[src/rtl/wsq_pkg.sv]
package wsq_pkg;
    typedef enum logic [1:0] {
        ST_IDLE,
        ST_ARMED,
        ST_HELD,
        ST_EMIT
    } wsq_state_e;
endpackage

[src/rtl/wsq_sync.sv]
module wsq_sync #(
    parameter int           W       = 1,
    parameter int           STAGES  = 2,
    parameter logic [W-1:0] RST_VAL = '0
) (
    input  logic         clk,
    input  logic         rst_n,
    input  logic [W-1:0] d,
    output logic [W-1:0] q
);
    logic [W-1:0] stg [STAGES];

    generate
        for (genvar i = 0; i < STAGES; i++) begin : g_stage
            always_ff @(posedge clk or negedge rst_n) begin
                if (!rst_n)
                    stg[i] <= RST_VAL;
                else if (i == 0)
                    stg[i] <= d;
                else
                    stg[i] <= stg[(i > 0) ? i-1 : 0];
            end
        end
    endgenerate

    assign q = stg[STAGES-1];
endmodule

[src/rtl/wsq_fsm.sv]
module wsq_fsm
    import wsq_pkg::*;
#(
    parameter int MIN_W = 3
) (
    input  logic       clk,
    input  logic       rst_n,
    input  logic       strobe,
    output logic       start,
    output logic       abort,
    output logic       fire,
    output wsq_state_e state
);
    localparam int CW = $clog2(MIN_W + 1);

    wsq_state_e nxt;
    logic [CW-1:0] cnt;
    logic          reached;

    assign reached = (int'(cnt) + 1) >= MIN_W;

    always_comb begin
        nxt = state;
        unique case (state)
            ST_IDLE, ST_EMIT: begin
                if (strobe) nxt = (MIN_W <= 1) ? ST_HELD : ST_ARMED;
                else        nxt = ST_IDLE;
            end
            ST_ARMED: begin
                if (!strobe)      nxt = ST_IDLE;
                else if (reached) nxt = ST_HELD;
                else              nxt = ST_ARMED;
            end
            ST_HELD: nxt = strobe ? ST_HELD : ST_EMIT;
            default: nxt = ST_IDLE;
        endcase
    end

    always_ff @(posedge clk or negedge rst_n) begin
        if (!rst_n) begin
            state <= ST_IDLE;
            cnt   <= '0;
        end else begin
            state <= nxt;
            if (state == ST_IDLE || state == ST_EMIT)
                cnt <= CW'(1);
            else if (state == ST_ARMED && strobe && !reached)
                cnt <= cnt + CW'(1);
        end
    end

    always_comb begin
        start = (state == ST_IDLE || state == ST_EMIT) && strobe;
        abort = (state == ST_ARMED) && !strobe;
        fire  = (state == ST_EMIT);
    end
endmodule

[src/rtl/wstrobe_qual.sv]
module wstrobe_qual
    import wsq_pkg::*;
#(
    parameter int ADDR_W = 17,
    parameter int DATA_W = 8,
    parameter int MIN_W  = 3
) (
    input  logic              clk,
    input  logic              rst_n,
    input  logic              ce_n,
    input  logic              we_n,
    input  logic              oe_n,
    input  logic [ADDR_W-1:0] addr_in,
    input  logic [DATA_W-1:0] data_in,
    output logic              wr_valid,
    output logic [ADDR_W-1:0] wr_addr,
    output logic [DATA_W-1:0] wr_data
);
    localparam int BUS_W = ADDR_W + DATA_W;

    logic [2:0]        ctl_s;
    logic [BUS_W-1:0]  bus_d;
    logic [ADDR_W-1:0] addr_d;
    logic [DATA_W-1:0] data_d;
    logic              strobe_s;
    logic              start, abort, fire;
    wsq_state_e        state;
    logic [ADDR_W-1:0] cap_addr;
    logic [DATA_W-1:0] cap_data;

    wsq_sync #(.W(3), .STAGES(2), .RST_VAL(3'b111)) u_ctl_sync (
        .clk(clk), .rst_n(rst_n), .d({ce_n, we_n, oe_n}), .q(ctl_s)
    );

    wsq_sync #(.W(BUS_W), .STAGES(2), .RST_VAL('0)) u_bus_dly (
        .clk(clk), .rst_n(rst_n), .d({addr_in, data_in}), .q(bus_d)
    );

    assign {addr_d, data_d} = bus_d;
    assign strobe_s = !ctl_s[2] && !ctl_s[1] && ctl_s[0];

    wsq_fsm #(.MIN_W(MIN_W)) u_fsm (
        .clk(clk), .rst_n(rst_n), .strobe(strobe_s),
        .start(start), .abort(abort), .fire(fire), .state(state)
    );

    always_ff @(posedge clk or negedge rst_n) begin
        if (!rst_n) begin
            cap_addr <= '0;
            cap_data <= '0;
        end else begin
            if (start)      cap_addr <= addr_d;
            else if (abort) cap_addr <= '0;
            if (strobe_s)   cap_data <= data_d;
        end
    end

    always_comb begin
        wr_valid = fire;
        wr_addr  = fire ? cap_addr : '0;
        wr_data  = fire ? cap_data : '0;
    end
endmodule

[config.mk]
export PLATFORM = sky130hd
export DESIGN_NAME = wstrobe_qual
export DESIGN_NICKNAME = d
export VERILOG_FILES = /design/src/rtl/wsq_pkg.sv /design/src/rtl/wsq_sync.sv /design/src/rtl/wsq_fsm.sv /design/src/rtl/wstrobe_qual.sv
export SDC_FILE = /design/constraint.sdc
export NUM_CORES = 1
export LEC_CHECK = 0
export ABC_AREA = 1
export BUFFER_PORTS_ARGS = -buffer_cell sky130_fd_sc_hd__buf_2
export CORE_ASPECT_RATIO = 1.25
export CORE_UTILIZATION = 50
export CTS_CLUSTER_SIZE = 16
export DETAILED_ROUTE_END_ITERATION = 8
export PLACE_DENSITY = 0.73
export RECOVER_POWER = 100
export REMOVE_ABC_BUFFERS = 1
export SLEW_MARGIN = 20
export SYNTH_ARGS = -nofsm -noshare
export SYNTH_HDL_FRONTEND = slang
export SYNTH_HIERARCHICAL = 1
export SYNTH_SLANG_ARGS = --single-unit
[constraint.sdc]
create_clock -name clk -period 5.5 [get_ports clk]
set_clock_uncertainty 0.15 [all_clocks]
set_input_delay 0.275 -clock clk [delete_from_list [all_inputs] [get_ports clk]]
set_output_delay 0.275 -clock clk [all_outputs]
set_load 0.1 [all_outputs]
After elaboration in Yosys (flattened, before gate mapping)
Cells that the tools add are included.
{"block": "totals", "latch_bits": 0, "ramBits": 0, "romBits": 0, "reg_bits": 85, "mem_count": 0, "elab_cells": 40, "in_bits": 30, "out_inout_bits": 26}
{"block": "op_classes", "eq_ne": 3, "bitwise_logic": 0, "magnitude_cmp": 1, "addsub": 2, "reduce_logical": 15, "shifts": 0, "mul": 0, "div_mod_pow": 0, "n_mux": 11}
{"cell": "17-bit two-way mux", "count": 3}
{"cell": "32-bit by 3-bit greater-or-equal comparator with 1-bit output (second input constant)", "count": 1}
{"cell": "2-bit two-way mux", "count": 4}
{"cell": "8-bit two-way mux", "count": 1}
{"cell": "1-bit logical AND", "count": 6}
{"cell": "2-bit one-hot mux with 3 select lines", "count": 1}
{"cell": "2-bit equality test (second input constant)", "count": 2}
{"cell": "1-bit zero test", "count": 4}
{"cell": "2-bit nonzero test", "count": 2}
{"cell": "2-bit by 1-bit adder with 3-bit output (second input constant)", "count": 1}
{"cell": "2-bit by 1-bit adder with 2-bit output (second input constant)", "count": 1}
{"cell": "2-bit by 1-bit equality test with 1-bit output (second input constant)", "count": 1}
{"cell": "2-bit zero test", "count": 1}
{"cell": "1-bit two-way mux", "count": 2}
{"cell": "2-bit OR reduction", "count": 1}
{"cell": "1-bit logical OR", "count": 1}

Longest topological paths before layout
Gate-level depths: netlist of the first run.
{"block": "logic_depth", "depth_word": 7, "ltp_mapped": 11, "depth_no_buf": 9}

By module
Netlist of the first run, hierarchy kept.
{"module": "wsq_sync (u_bus_dly)", "area_per_inst_um2": 1438.9, "cells_per_inst": 75, "seq_area_each_um2": 1251.2, "instances": 1}
{"module": "wstrobe_qual", "area_per_inst_um2": 1197.4, "cells_per_inst": 161, "seq_area_each_um2": 625.6, "instances": 1}
{"module": "wsq_fsm", "area_per_inst_um2": 301.5, "cells_per_inst": 37, "seq_area_each_um2": 100.1, "instances": 1}
{"module": "wsq_sync (u_ctl_sync)", "area_per_inst_um2": 180.2, "cells_per_inst": 9, "seq_area_each_um2": 157.7, "instances": 1}

Worst setup path after synthesis of the first run
Ideal clock, no wire load.
{"block": "synth_path", "kind": "register to output", "start": "reg u_fsm.state[0]", "end": "out wr_addr[10]", "t_required_ps": 5075, "setup_slack_ps": 2795, "n_path_buf": 2, "t_arrival_ps": 2280, "path_stages_with_launch": 6, "path_cell_list": "dfrtp_1 > ha_1 > buf_2 > buf_2 > nand2_1 > inv_1"}
{"block": "synth_between", "elab_chain_len": 2}
{"item": "start: declaration", "line": "wsq_fsm.sv:12", "rtl": "output wsq_state_e state"}
{"item": "start signal: assignment", "line": "wsq_fsm.sv:44", "rtl": "state <= nxt;"}
{"item": "2-bit equality test", "line": "wsq_fsm.sv:55", "rtl": "fire = (state == ST_EMIT);"}
{"item": "named net wr_valid", "line": "wstrobe_qual.sv:15", "rtl": "output logic wr_valid,"}
{"item": "17-bit two-way mux", "line": "wstrobe_qual.sv:60", "rtl": "wr_addr = fire ? cap_addr : '0;"}
{"item": "end: declaration", "line": "wstrobe_qual.sv:16", "rtl": "output logic [ADDR_W-1:0] wr_addr,"}
The timed path passes the listed nets, and every way through them passes these cells.

Worst setup path in the final report of the first run
{"block": "layout_path", "start": "reg u_fsm.state[0]", "end": "out wr_addr[1]"}
{"block": "layout_between", "elab_chain_len": 2}
{"item": "2-bit equality test", "line": "wsq_fsm.sv:55"}
{"item": "17-bit two-way mux", "line": "wstrobe_qual.sv:60"}
No other way between the ends.

==> flow_summary.toml, run 1 <==
[run_status]
outcome = "finished, final reports clean"

[cts]
cts_hold_buf = 29
clkTransAtPathRegs_ns = 0.09
htreeDepth = 3
max-clock-path-buffers = 2
insertion_delay_ns = 0.35
root_buffer = "clkbuf_8"
cts_tree = "done"
cts.sink_count = 85
post_cts_resized = 0
post_cts_buffers = 0
cts_buffers = 9

[final_layout]
fill_cells = 515
finalNetCount = 378
final-instance-count-excl-fill = 430
drive_gt1_share_pct = 15.8
area_growth_pct = 17.8
diodes = 0
finalInstanceArea_sq_mm = 0.00367
multi_input_area_sq_um = 553
seqCellArea_sq_mm = 0.00213

[routing]
drc = 0
dr_total_vias = 1846
first_pass_iters = 4
vias_per_cell = 4.29
drtAntennaViolNets = 0
drt_iter0_drc = 93
wire_per_inst_um = 10.6
routed_wl_mm = 4.54

[setup_path]
cp_max_fo = 26
endpoint_kind = "output pin"
crit_path_max_incr_delay_ns = 0.87
cp-start-kind = "register"
r2r_end = "cap_addr[5]$_DFFE_PN0P_"
r2r_cells = 8
ff2ff_setup_slack_ns = 2.77
worstPathCellList = "ha_1 -> nand2_1 -> inv_1 -> clkbuf_1"
reg2reg_from = "u_ctl_sync/q[1]$_DFF_PN1_"
path_class = "reg -> out"
cpMaxStageDelayCell = "clkbuf_1"
cp.arrival_ns = 2.61
crit_required_ns = 5.08

[timing]
max_clock_freq_ghz = 0.330
hold_viol = 0
finalSetupViolCount = 0
rsz0062_at_grt = "false"
finalSetupTns_ns = 0
post-route-period-util_pct = 55.2
max_slew_margin_pct = 19.3
worstMarginPinSlew_ns = 1.21
fin_crit_ns = 3.03
final-max-slew-violation-count = 0

[worst_hold_path]
holdPathEnd = "u_bus_dly/q[16]$_DFF_PN0_"
hold_start = "u_bus_dly/stg[41]$_DFF_PN0_"
min_path_cells = 0
hp-class = "reg -> reg"

[grt]
grt_pass1_wl_mm = 7.67
grtUsageMet2_pct = 27.1
track_usage_pct = 15.8
grt_overflow = 0
grt-busiest-layer = "met2"
grt_max_degree = 86
first_global_vias = 1853
antenna_found_initial = 0
global_route.usage.met1_pct = 17.5
grt_use_met3_pct = 4.13

[power_and_ir_drop]
leakage_nw = 1.99
max-vdd-ir-drop_v = 0.000222
p_per_area_mw_per_mm2 = 316

[placed_design]
placed_area_sq_mm = 0.00324
dp_cells = 384
place.gp.congestion = 0.715
portBuffers = 55
dp_hpwl_mm = 2.75

[synthesis]
ys_ff_latch = 85
synth_top_area_cell = "dfrtp_1"
ys_warn_count = 6
ys_seq_area_share_pct = 68.5
ys_async_sr_fraction_pct = 100
synth_ff_type = "dfrtp_1"
post_synth.cell_area_avg_sq_um = 11.1
ys_types = 19
synth_commonest_cells = "nand2_1, dfrtp_1, inv_1"
synthCells = 282
synth_edf_count = 0
mappedNetlistArea_sq_mm = 0.00312
synth.area.top_cells = "dfrtp_1, nand2_1, buf_4, dfstp_2, inv_1"
yosysMostFrequentCell = "nand2_1"
yosysTopAreaCellShare_pct = 63.4

[floorplanning]
fp.dieH_um = 90.3
core-area_sq_mm = 0.00590
dieArea_sq_mm = 0.00656
rows = 31
die_width_um = 72.6
io_pins = 56
initial_core_util_pct = 52.9

[run]
maxCapViolCount = 0
layout make-up:
type	count	area share (%)
Multi-Input combinational cell	125	15.1
Tap cell	82	2.79
Clock buffer	10	3.75
Clock inverter	6	1.26
Sequential cell	85	58.1
Inverter	37	3.81
Timing Repair Buffer	85	15.2
metal layers:
layer  wire length (um)  vias to the layer above
li1                   -                      925
met1               1910                      871
met2               2360                       41
met3                164                        9
met4                103                        0
met5                  0                        -
cells in the final DEF (no fill, tap or decap), drive strengths merged:
cell / n
a21oi: 1
buf: 29
clkbuf: 37
clkinv: 4
clkinvlp: 3
dfrtp: 79
dfstp: 6
dlygate4sd3: 29
ha: 5
inv: 36
nand2: 103
nand3: 11
nand4: 1
nor2: 4
worst max-delay path, delay by kind of cell (launching register included):
family,cells,cell delay (ns)
buf+inv,2,0.96
fa+ha+maj,1,0.79
flops,1,0.38
simple gates,1,0.13
how the worst max path moves through the flow:
stage / start / endpoint / slack, ns / cells after the start
finish: u_fsm/state[0]$_DFF_PN0_ / wr_addr[1] / 2.47 / 4
CTS: u_fsm/state[0]$_DFF_PN0_ / wr_data[0] / 2.88 / 4
global placement: u_fsm/state[0]$_DFF_PN0_ / wr_data[0] / 3.31 / 4
floorplan: u_fsm/state[0]$_DFF_PN0_ / wr_addr[0] / 2.79 / 3
global route: u_fsm/state[0]$_DFF_PN0_ / wr_addr[9] / 2.29 / 4
detailed placement: u_fsm/state[0]$_DFF_PN0_ / wr_data[0] / 3.25 / 4
flip-flops by register name (all words and copies together), names as in the netlist:
signal and cells:
cap_data 8, u_fsm/state 2, u_ctl_sync/q 3, u_fsm/cnt 2
cap_addr 17, u_bus_dly/q 25, u_bus_dly/stg 25, u_ctl_sync/stg 3
stage by stage:
stage	utilization, %	power, mW	hold slack (ns)	setup WS (ns)
floorplan	-	0.731	-0.171	2.79
global placement	54.9	0.761	0.182	3.31
detailed placement	54.9	0.766	0.185	3.25
CTS	62.9	1.18	0.203	2.88
global route	62.3	1.22	0.210	2.29
finish	62.3	1.16	0.202	2.47
kinds of logic (layout without fill, tap and decap cells):
kind of cell / count (synthesis) / count (layout) / synth area share (%)
and+or+nand+nor: 119 / 119 / 16.5
DFF: 85 / 85 / 68.5
buffers and inverters: 72 / 138 / 12.9
adders and majority gates: 5 / 5 / 2.01
AOI/OAI and AO/OA: 1 / 1 / 0.160
report_power, final:
group	total, mW	leakage, nW	switching [mW]	internal (mW)
sequential	0.695	1.02	0.0213	0.674
combinational	0.0716	0.887	0.0371	0.0345
clock	0.393	0.0889	0.214	0.178
Note: power is estimated with default switching activity, not from simulation.
==> inputs of run 2 (changes only) <==
Settings changed: ABC_AREA 1 to 0, CORE_UTILIZATION 50 to 49, PLACE_DENSITY 0.73 to 0.74.
Clock period 5.5 ns to 2.6 ns, I/O delays scaled along.
==> flow_summary.toml, run 2 <==
[run_status]
outcome = "finished, final reports clean"

[final_layout]
final-instance-count-excl-fill = 383
finalNetCount = 328
area_growth_pct = 19.5
mostFrequentLayoutCells = "dfrtp_1, dlygate4sd3_1, clkbuf_2, buf_2, and2_1"
diodes = 0
drive_gt1_share_pct = 28.5
final_common_cell = "dfrtp_1"

[setup_path]
crit_required_ns = 2.32
ff2ff_setup_slack_ns = 0.64
reg2reg_from = "u_ctl_sync/q[0]$_DFF_PN1_"
cp_max_fo = 13
cp-start-kind = "register"
r2r_cells = 5
r2r_end = "cap_addr[3]$_DFFE_PN0P_"
endpoint_kind = "output pin"
path_class = "reg -> out"
crit_start = "u_fsm/state[0]$_DFF_PN0_"
endpoint = "wr_addr[5]"
cp.arrival_ns = 1.92

[synthesis]
mappedNetlistArea_sq_mm = 0.00313
synth_top_area_cell = "dfrtp_1"
synth_edf_count = 0
ys_seq_area_share_pct = 68.3
synthCells = 228
ys_types = 25
synth_commonest_cells = "dfrtp_1, buf_4, and2_1"
synth_top_family_by_area = "simple AND/OR/NAND/NOR gates"
synthXorXnorAreaFrac_pct = 0
yosysMostFrequentCell = "dfrtp_1"
synth.mux.area_fraction_pct = 4.64
synth_ff_type = "dfrtp_1"
ys_warn_count = 6
post_synth.cell_area_avg_sq_um = 13.7
synth.area.top_cells = "dfrtp_1, buf_4, dfstp_2, and2_1, mux2_4"
ys_async_sr_fraction_pct = 100
yosysTopAreaCellShare_pct = 63.3
synth-simple-area-share_pct = 13.1
synth-adder-area-share_pct = 2.00
ys_ff_latch = 85
synth_compound_area_share_pct = 3.40

[cts]
insertion_delay_ns = 0.35
cts.sink_count = 85
post_cts_buffers = 0
root_buffer = "clkbuf_8"
clkTransAtPathRegs_ns = 0.09
max-clock-path-buffers = 2
htreeDepth = 3
cts_tree = "done"
cts_buffers = 9

[timing]
final-max-slew-violation-count = 0
finalSetupViolCount = 0
worstMarginPinSlew_ns = 1.04
hold_viol = 0
finalSetupTns_ns = 0
max_slew_margin_pct = 30.5
post-route-period-util_pct = 84.5
fin_crit_ns = 2.20
max_clock_freq_ghz = 0.455
rsz0062_at_grt = "false"
worst_hold_slack_ns = 0.191

[floorplanning]
fp.dieH_um = 91.3
die_width_um = 73.4
rows = 32
initial_core_util_pct = 50.7
dieArea_sq_mm = 0.00670
core-area_sq_mm = 0.00617
io_pins = 56

[grt]
track_usage_pct = 15.8
grt_max_degree = 46
antenna_found_initial = 0
grt_pass1_wl_mm = 7.67
grt_overflow = 0
first_global_vias = 1675

[routing]
first_pass_iters = 4
vias_per_cell = 4.32
dr_total_vias = 1654
drc = 0
drt_iter0_drc = 41
drtAntennaViolNets = 0
wire_per_inst_um = 11.9
routed_wl_mm = 4.57

[power_and_ir_drop]
leakage_nw = 1.77
power_mw = 2.73
max-vdd-ir-drop_v = 0.000460
p_per_area_mw_per_mm2 = 731

[worst_hold_path]
hp-class = "reg -> reg"

[run]
maxCapViolCount = 0

[placed_design]
dp_hpwl_mm = 2.82
portBuffers = 55
dp_cells = 338
place.gp.congestion = 0.640
[run 2: cell families (layout without fill, tap and decap cells)]
| group | count (synthesis) | in the layout |
|---|---|---|
| compound gates | 20 | 20 |
| fa+ha+maj | 5 | 5 |
| buf+inv | 39 | 109 |
| flops | 85 | 85 |
| mux | 10 | 10 |
| simple gates | 69 | 69 |
[run 2: worst min-delay path by stage]
stage                                     start                           to  slack (ns)  depth (start not counted)
finish              u_bus_dly/stg[46]$_DFF_PN0_    u_bus_dly/q[21]$_DFF_PN0_        0.19                          0
detailed placement                        rst_n  u_bus_dly/stg[39]$_DFF_PN0_       0.003                          1
floorplan                                 rst_n      cap_addr[0]$_DFFE_PN0P_       -0.32                          0
global route        u_bus_dly/stg[43]$_DFF_PN0_    u_bus_dly/q[18]$_DFF_PN0_        0.21                          0
global placement                          rst_n  u_bus_dly/stg[47]$_DFF_PN0_      -0.008                          1
CTS                                       rst_n  u_bus_dly/stg[39]$_DFF_PN0_        0.17                          2
[run 2: repair_timing]
| action | 4_1_cts | 5_1_grt |
|---|---|---|
| endpoints found under the hold margin | 71 | 0 |
| hold buffers | 29 | 0 |
| endpoints found under the setup margin | 0 | 0 |
| gates resized for setup | 0 | 0 |
[run 2: per-layer routing]
metal  wire length [um]  global-route usage, %
met5                  0                      0
met4                 80                   9.62
met3                186                   4.55
met2               2300                   24.5
met1               2010                   19.4
[run 2: per-stage QoR]
| step | cell area [sq um] | setup slack, ns | utilization [%] |
|---|---|---|---|
| after floorplan | 2870 | 0.0379 | - |
| after global placement | 3300 | 0.722 | 53.4 |
| after detailed placement | 3300 | 0.634 | 53.4 |
| after CTS | 3780 | 0.373 | 61.3 |
| after global routing | 3730 | 0.264 | 60.6 |
| final | 3730 | 0.404 | 60.6 |
[run 2: final cells by class]
class / count / area, sq um
clock buffers: 12 / 145
clock inverters: 4 / 48.8
fillers: 504 / 2430
inverters: 4 / 15.0
multi-input cells: 104 / 686
flip-flops and latches: 85 / 2130
well taps: 85 / 106
repair buffers: 89 / 598
[run 2: power breakdown]
group	internal [mW]	total, mW	switching (mW)
Combinational	0.135	0.287	0.152
Sequential	1.48	1.55	0.0685
Clock	0.469	0.896	0.426
[run 2: critical path, cell delays in order, from the launching register on]
cell and delay [ns]:
dfrtp_1 0.38, ha_1 0.31, buf_4 0.24, and2_1 0.18
clkbuf_2 0.46
==> inputs of run 3 (changes only) <==
Clock period 2.6 ns to 1.8 ns, I/O delays scaled along.
==> flow_summary.toml, run 3 (synthesized netlist as in run 2, its figures left out) <==
[setup_path]
cp-start-kind = "register"
crit_required_ns = 1.56
worstPathCellList = "ha_2 -> buf_4 -> and2_1 -> buf_12"
endpoint_kind = "output pin"
cp.arrival_ns = 1.48
cp_max_fo = 11
worst-path-buf-inv = 2
crit_path_max_incr_delay_ns = 0.38
cp_top_family = "flip-flops"
cpMaxStageDelayCell = "dfrtp_1"
path_class = "reg -> out"

[floorplanning]
rows = 32
io_pins = 56
core-area_sq_mm = 0.00617
initial_core_util_pct = 50.7
die_width_um = 73.4
dieArea_sq_mm = 0.00670
fp.dieH_um = 91.3

[grt]
grt_max_degree = 42
first_global_vias = 1778
antenna_found_initial = 0
track_usage_pct = 16.6
grt_overflow = 0
grt_pass1_wl_mm = 8.05

[final_layout]
utilization_pct = 64.9
fill_cells = 489
finalNetCount = 330
area_growth_pct = 28.1
diodes = 0
mostFrequentLayoutCells = "dfrtp_1, dlygate4sd3_1, buf_2, and2_1"
final_common_cell = "dfrtp_1"
drive_gt1_share_pct = 31.7

[routing]
drc = 0
wire_per_inst_um = 12.7
routed.top_layer = "met4"
first_pass_iters = 4
drt_iter0_drc = 90
routed_wl_mm = 4.90
wl_met2_mm = 2.44
vias_per_cell = 4.44
drtAntennaViolNets = 0
dr_total_vias = 1708
drt-met1-wl_mm = 2.10
wl_met3_um = 201

[cts]
max-clock-path-buffers = 2
clkTransAtPathRegs_ns = 0.08
insertion_delay_ns = 0.34
cts_buffers = 9
cts_tree = "done"
cts.sink_count = 85
htreeDepth = 3
root_buffer = "clkbuf_8"

[timing]
max_slew_margin_pct = 35.6
worstMarginPinSlew_ns = 0.966
post-route-period-util_pct = 95.8
max_clock_freq_ghz = 0.580
rsz0062_at_grt = "false"
finalSetupViolCount = 0
finalSetupTns_ns = 0
hold_viol = 0
fin_crit_ns = 1.72
final-max-slew-violation-count = 0

[placed_design]
dp_hpwl_mm = 3.06
portBuffers = 55
place.gp.congestion = 0.666

[power_and_ir_drop]
max-vdd-ir-drop_v = 0.000663
p_per_area_mw_per_mm2 = 964
leakage_nw = 1.84
power_mw = 3.86

[worst_hold_path]
hp-class = "in -> async"

[run]
maxCapViolCount = 0

[run_status]
outcome = "finished, final reports clean"
[run 3: cell types whose count changed in the layout (fill, tap and decap cells not counted), sizes merged]
cell    before  now
buf         31   59
clkinv       3    4
bufinv       1    0
clkbuf      41   15
[run 3: layer usage]
layer	GRT usage (%)	vias up
met1	21.2	830
met3	5.33	14
met5	0	-
met4	9.62	0
li1	-	821
met2	24.8	43
[run 3: cell type report]
cell class | instances | area, sq um | share of cell area, %
Sequential cell | 85 | 2130 | 53.3
Timing Repair Buffer | 91 | 855 | 21.3
Multi-Input combinational cell | 104 | 724 | 18.1
Clock buffer | 12 | 145 | 3.62
Tap cell | 85 | 106 | 2.66
Clock inverter | 4 | 23.8 | 0.594
Inverter | 4 | 15.0 | 0.375
[run 3: path summary, 6_finish.rpt]
kind                                                   from                          end  slack [ns]  depth (start not counted)
worst max register to register    u_ctl_sync/q[0]$_DFF_PN1_     u_fsm/cnt[1]$_DFFE_PN0P_        0.08                          4
worst min-delay path                                  rst_n    u_bus_dly/q[20]$_DFF_PN0_        0.02                          2
min in group clk                u_bus_dly/stg[48]$_DFF_PN0_    u_bus_dly/q[23]$_DFF_PN0_        0.20                          0
worst max-delay path               u_fsm/state[0]$_DFF_PN0_                   wr_data[7]        0.08                          4
max in group asynchronous                             rst_n  u_bus_dly/stg[46]$_DFF_PN0_        0.26                          3
worst min register to register  u_bus_dly/stg[48]$_DFF_PN0_    u_bus_dly/q[23]$_DFF_PN0_        0.20                          0
[run 3: worst register-to-register path, stage by stage, from the launching register on]
cell	delay [ns]
dfstp_2	0.52
nor3b_4	0.21
buf_6	0.16
and4bb_4	0.27
mux2_4	0.29
[run 3: through the flow]
| stage | area (sq um) | worst slack [ns] | hold WS [ns] | instances |
|---|---|---|---|---|
| floorplan | 2870 | -0.722 | -0.356 | 193 |
| global placement | 3710 | 0.0968 | -0.147 | 340 |
| global route | 4000 | 0.00107 | 0.0400 | 385 |
| finish | 4000 | 0.0758 | 0.0204 | 385 |
| detailed placement | 3710 | -0.00956 | -0.147 | 340 |
| CTS | 4170 | 0.0274 | 0.0162 | 385 |
[run 3: repair_timing]
item                                   CTS  global route
endpoints found under the hold margin  107             0
cloned                                   0             0
setup buffers                            0             0
gates resized for setup                  1             8
hold buffers                            29             0
setup endpoints to repair                2            30
[run 3: report_power, final]
| group | total [mW] | internal, mW | switching, mW | leakage, nW |
|---|---|---|---|---|
| Sequential | 2.24 | 2.13 | 0.103 | 1.02 |
| Combinational | 0.461 | 0.225 | 0.235 | 0.728 |
| Clock | 1.16 | 0.536 | 0.625 | 0.0901 |
